==> src/rtl/sysclk_pkg.sv <==
package sysclk_pkg;
  localparam int REG_W      = 8;
  localparam int PRE_W      = 2;
  localparam int PRE_MAXLOG = 2;   // largest legal prescale exponent
  localparam int CPU_LOG    = 2;   // extra CPU stage exponent
  localparam int CNT_W      = PRE_MAXLOG + CPU_LOG;
  localparam int CPU_BIT    = 1;   // position of the CPU divide bit

  localparam logic [PRE_W-1:0] PRE_RST = 2'b10;
  localparam logic             CPU_RST = 1'b1;
  localparam logic [PRE_W-1:0] PRE_BAD = 2'b11;

  // Candidate register value after a byte or single-bit write.
  function automatic logic [REG_W-1:0] apply_write(
    input logic [REG_W-1:0] old_v,
    input logic             bitmode,
    input logic [2:0]       idx,
    input logic             val,
    input logic [REG_W-1:0] data
  );
    logic [REG_W-1:0] r;
    if (bitmode) begin
      r      = old_v;
      r[idx] = val;
    end else begin
      r = data;
    end
    return r;
  endfunction

  // Exponent of the CPU division: prescale plus optional CPU stage.
  function automatic logic [2:0] cpu_shift(input logic [PRE_W-1:0] pre, input logic cpu);
    return {1'b0, pre} + (cpu ? 3'(CPU_LOG) : 3'd0);
  endfunction

  function automatic logic [CNT_W-1:0] low_mask(input logic [2:0] sh);
    return CNT_W'((32'd1 << sh) - 32'd1);
  endfunction
endpackage

==> src/rtl/sysclk_regs.sv <==
module sysclk_regs
  import sysclk_pkg::*;
(
  input  logic             clk,
  input  logic             rst_n,
  input  logic             wr_en,
  input  logic             wr_sel,
  input  logic             wr_bitmode,
  input  logic [2:0]       wr_bitidx,
  input  logic             wr_bitval,
  input  logic [REG_W-1:0] wr_data,
  input  logic             rd_sel,
  output logic [REG_W-1:0] rd_data,
  output logic [PRE_W-1:0] pre_field,
  output logic             cpu_bit,
  output logic             bad_write,
  output logic             cfg_err
);
  logic [PRE_W-1:0] pre_q;
  logic             cpu_q;
  logic [REG_W-1:0] pre_view, cpu_view, pre_cand, cpu_cand;
  logic             pre_wr, cpu_wr;

  always_comb begin
    pre_view          = '0;
    pre_view[PRE_W-1:0] = pre_q;
    cpu_view          = '0;
    cpu_view[CPU_BIT] = cpu_q;
  end

  assign pre_cand  = apply_write(pre_view, wr_bitmode, wr_bitidx, wr_bitval, wr_data);
  assign cpu_cand  = apply_write(cpu_view, wr_bitmode, wr_bitidx, wr_bitval, wr_data);
  assign bad_write = wr_en && !wr_sel && (pre_cand[PRE_W-1:0] == PRE_BAD);
  assign pre_wr    = wr_en && !wr_sel && !bad_write;
  assign cpu_wr    = wr_en && wr_sel;

  always_ff @(posedge clk or negedge rst_n) begin
    if (!rst_n) begin
      pre_q   <= PRE_RST;
      cpu_q   <= CPU_RST;
      cfg_err <= 1'b0;
    end else begin
      if (pre_wr) pre_q <= pre_cand[PRE_W-1:0];
      if (cpu_wr) cpu_q <= cpu_cand[CPU_BIT];
      cfg_err <= bad_write;
    end
  end

  assign rd_data   = rd_sel ? cpu_view : pre_view;
  assign pre_field = pre_q;
  assign cpu_bit   = cpu_q;
endmodule

==> src/rtl/sysclk_divider.sv <==
module sysclk_divider
  import sysclk_pkg::*;
(
  input  logic             clk,
  input  logic             rst_n,
  input  logic [PRE_W-1:0] req_pre,
  input  logic             req_cpu,
  output logic [PRE_W-1:0] act_pre,
  output logic             act_cpu,
  output logic             period_end,
  output logic             periph_en,
  output logic             cpu_en
);
  logic [CNT_W-1:0] cnt;
  logic [CNT_W-1:0] last, pmask;

  assign last       = low_mask(cpu_shift(act_pre, act_cpu));
  assign pmask      = low_mask({1'b0, act_pre});
  assign period_end = (cnt == last);

  always_ff @(posedge clk or negedge rst_n) begin
    if (!rst_n) begin
      cnt     <= '0;
      act_pre <= PRE_RST;
      act_cpu <= CPU_RST;
    end else if (period_end) begin
      cnt     <= '0;
      act_pre <= req_pre;
      act_cpu <= req_cpu;
    end else begin
      cnt <= cnt + 1'b1;
    end
  end

  assign periph_en = ((cnt & pmask) == '0);
  assign cpu_en    = (cnt == '0);
endmodule

==> src/rtl/sysclk_prescaler.sv <==
module sysclk_prescaler
  import sysclk_pkg::*;
(
  input  logic             clk,
  input  logic             rst_n,
  input  logic             wr_en,
  input  logic             wr_sel,
  input  logic             wr_bitmode,
  input  logic [2:0]       wr_bitidx,
  input  logic             wr_bitval,
  input  logic [REG_W-1:0] wr_data,
  input  logic             rd_sel,
  output logic [REG_W-1:0] rd_data,
  output logic             periph_en,
  output logic             cpu_en,
  output logic             cfg_err
);
  logic [PRE_W-1:0] pre_field, act_pre;
  logic             cpu_bit, act_cpu, bad_write, period_end;

  sysclk_regs u_regs (
    .clk, .rst_n, .wr_en, .wr_sel, .wr_bitmode, .wr_bitidx, .wr_bitval, .wr_data,
    .rd_sel, .rd_data, .pre_field, .cpu_bit, .bad_write, .cfg_err
  );

  sysclk_divider u_div (
    .clk, .rst_n, .req_pre(pre_field), .req_cpu(cpu_bit),
    .act_pre, .act_cpu, .period_end, .periph_en, .cpu_en
  );
endmodule

==> config.mk <==
export PLATFORM = sky130hd
export DESIGN_NAME = sysclk_prescaler
export DESIGN_NICKNAME = d
export VERILOG_FILES = /design/src/rtl/sysclk_pkg.sv /design/src/rtl/sysclk_regs.sv /design/src/rtl/sysclk_divider.sv /design/src/rtl/sysclk_prescaler.sv
export SDC_FILE = /design/constraint.sdc
export NUM_CORES = 1
export LEC_CHECK = 0
export CAP_MARGIN = 30
export CELL_PAD_IN_SITES_DETAIL_PLACEMENT = 1
export CELL_PAD_IN_SITES_GLOBAL_PLACEMENT = 1
export CORE_AREA = 5 5 48 50
export DETAILED_ROUTE_END_ITERATION = 10
export DIE_AREA = 0 0 53 55
export DONT_BUFFER_PORTS = 1
export GPL_ROUTABILITY_DRIVEN = 0
export PLACE_DENSITY_LB_ADDON = 0.1
export SLEW_MARGIN = 0
export SYNTH_ARGS = -nofsm -noshare
export SYNTH_HDL_FRONTEND = slang
export SYNTH_HIERARCHICAL = 1
export SYNTH_SLANG_ARGS = --single-unit
==> constraint.sdc <==
create_clock -name clk -period 5.7 [get_ports clk]
set_input_delay 0.285 -clock clk [delete_from_list [all_inputs] [get_ports clk]]
set_output_delay 0.285 -clock clk [all_outputs]
set_load 0.01 [all_outputs]
==> out/metrics.cfg <==
[clock_network]
cts_max_path_buffers = 2
cts_root_buf = clkbuf_4
hold_buffers = 1
clock_sinks = 11
clkTransAtPathRegs_ps = 70
clock_latency_ps = 260
cts_htree_levels = 1
post_cts_resized = 0
cts_setup_buffers = 0
cts_tree = built
cts_made_buffers = 3

[worst_setup_path]
critPathKind = reg -> reg
crit_start = u_div/act_pre[1]$_DFFE_PN1N_
crit_path_start_kind = register
required_ps = 5870
crit_path_cell_trace = inv_1, ha_1, nor3b_1, xnor2_1, or4_1, o221ai_1
cp_data_arrival_time_ps = 2340
r2r_start = u_div/act_pre[1]$_DFFE_PN1N_
cp.buffers_inverters = 1
cpPeakStageDelay_ps = 580
critPathMaxFanout = 6
crit_family = simple AND/OR/NAND/NOR gates
crit_slowest_cell = dfstp_2
end_kind = register

[hold_path]
hold_start = wr_bitmode
min_path_type = in -> reg

[route]
postRouteAntennaNets = 0
post_drt_wl_per_cell_um = 14.1
drt-vias-per-instance = 5.27
vias = 595
post-route-drc-count = 0
firstDrtPassIters = 2
detail_route.iter0.violations = 2
finalWirelength_mm = 1.59

[synthesis]
syn_inst = 83
yosys_warnings = 6
syn_avg_cell_area_um2 = 10.1
ys_seq_area_frac = 0.333
synth-main-ff-cell = dfrtp_1
ys_ff_latch = 11
synth_edf_count = 0
syn_area_um2 = 842
async_flop_share = 1.00
ys_types = 36

[layout]
nNetsFinal = 110
drive_above_1_share = 0.256
diodes = 0
finish.utilization = 0.474
area_growth_pct = 4.75

[sta]
tightest_slew_ps = 609
fin_crit_sh = 0.382
hold_viol_final = 0
clock_skew_ps = 8.08
fin_tns_setup_ps = 0
max_freq_ghz = 0.460
finalSetupViolCount = 0
rsz0062_at_grt = no
fin_crit_ps = 2180
slew_headroom = 0.591
slew_viol_final = 0

[floorplanning]
die_w_um = 53
die_y_um = 55
design.core.area_mm2 = 0.00186
dieArea_mm2 = 0.00292
initial_core_util = 0.452
num_rows = 16
io_pins = 29

[grt]
grt_max_degree = 12
grt_usage = 0.137
grt_use_met1 = 0.169
antenna_found_initial = 0
globalRouteOverflowTotal = 0
top_usage_layer = met2
grt_pass1_wl_mm = 2.88
grt_pass1_vias = 627
met3_usage = 0.0536
use_met2 = 0.223

[run_status]
status = finished clean

[run]
drv_cap = 0

[placed_design]
io_buffers = 0
hpwlAfterDp_mm = 1.31

[pwr]
p_per_area_mw_per_mm2 = 514
ir_drop_uv = 239
leakage_uw = 0.000363
fin_total_pwr_uw = 453

-- placed cells by master, fill, tap and decap left out, drive strengths merged, types with 3 or more instances in the layout --
cell / n
dfrtp: 7
nor2: 4
a21oi: 7
nand2: 3
conb: 6
dfstp: 4
xnor2: 4
ha: 5
mux2: 5
clkbuf: 3
inv: 6
nor2b: 3
-- synthesized netlist by cell type, types with 3 or more instances --
| cell type | n | area share |
|---|---|---|
| buf_4 | 6 | 0.053 |
| nand2_1 | 3 | 0.013 |
| a21oi_1 | 7 | 0.042 |
| mux2_2 | 5 | 0.067 |
| inv_1 | 6 | 0.027 |
| dfrtp_1 | 7 | 0.21 |
| nor2b_1 | 3 | 0.022 |
| ha_1 | 5 | 0.074 |
| nor2_1 | 4 | 0.018 |
| dfstp_2 | 4 | 0.12 |
| xnor2_1 | 4 | 0.042 |
-- through the flow --
| step | hold slack [ps] | instances | setup WS, ps | cell area (µm²) |
|---|---|---|---|---|
| after floorplan | -10.6 | 88 | 3730 | 861 |
| after global placement | -10.3 | 108 | 3580 | 845 |
| after detailed placement | -10.3 | 108 | 3540 | 845 |
| after CTS | 131 | 113 | 3510 | 882 |
| after global routing | 122 | 113 | 3350 | 882 |
| final | 142 | 113 | 3520 | 882 |
-- sequential cells by signal (all words and copies together), names as in the netlist --
register / flops
u_regs/cfg_err: 1
u_div/act_pre: 2
u_div/cnt: 4
u_div/act_cpu: 1
u_regs/cpu_bit: 1
u_regs/pre_field: 2
-- path summary, 6_finish.rpt --
path,end,slack [ps],depth (start not counted)
max,u_div/act_pre[0]$_DFFE_PN0N_,3520,6
min,u_regs/pre_field[1]$_DFFE_PN1P_,140,2
max reg2reg,u_div/act_pre[0]$_DFFE_PN0N_,3520,6
min reg2reg,u_regs/pre_field[1]$_DFFE_PN1P_,580,2
max in group asynchronous,u_regs/cpu_bit$_DFFE_PN1P_,4940,1
min in group asynchronous,u_div/cnt[3]$_DFF_PN0_,410,1
-- where the power goes --
group	internal, µW	leakage, µW	switching [µW]
clock	25.9	0.0000177	24.3
combinational	105	0.000219	133
sequential	118	0.000127	46.8
total	249	0.000363	204
-- metal layers --
metal	vias to the layer above	share of wire
met5	-	0
li1	294	-
met4	0	0.0082
met1	287	0.45
met2	12	0.50
met3	2	0.041
-- cell families (layout without fill, tap and decap cells) --
| kind of cell | after synthesis | count (layout) | share of synthesized area |
|---|---|---|---|
| AOI/OAI and AO/OA | 18 | 18 | 0.155 |
| xor gates and xnor gates | 6 | 6 | 0.0624 |
| adders and majority gates | 5 | 5 | 0.0743 |
| buffers and inverters | 13 | 11 | 0.0862 |
| DFF | 11 | 11 | 0.333 |
| muxes | 5 | 5 | 0.0669 |
| other | 1 | 6 | 0.00445 |
| and+or+nand+nor | 24 | 24 | 0.218 |
-- area by class of cell --
cell class,count,area [µm²]
Tap cell,27,33.8
Timing Repair Buffer,1,10.0
Sequential cell,11,280
Multi-Input combinational cell,64,508
Inverter,6,22.5
Clock inverter,1,5.00
Fill cell,228,980
Clock buffer,3,22.5
No activity file was read; power rests on OpenSTA's default activity.
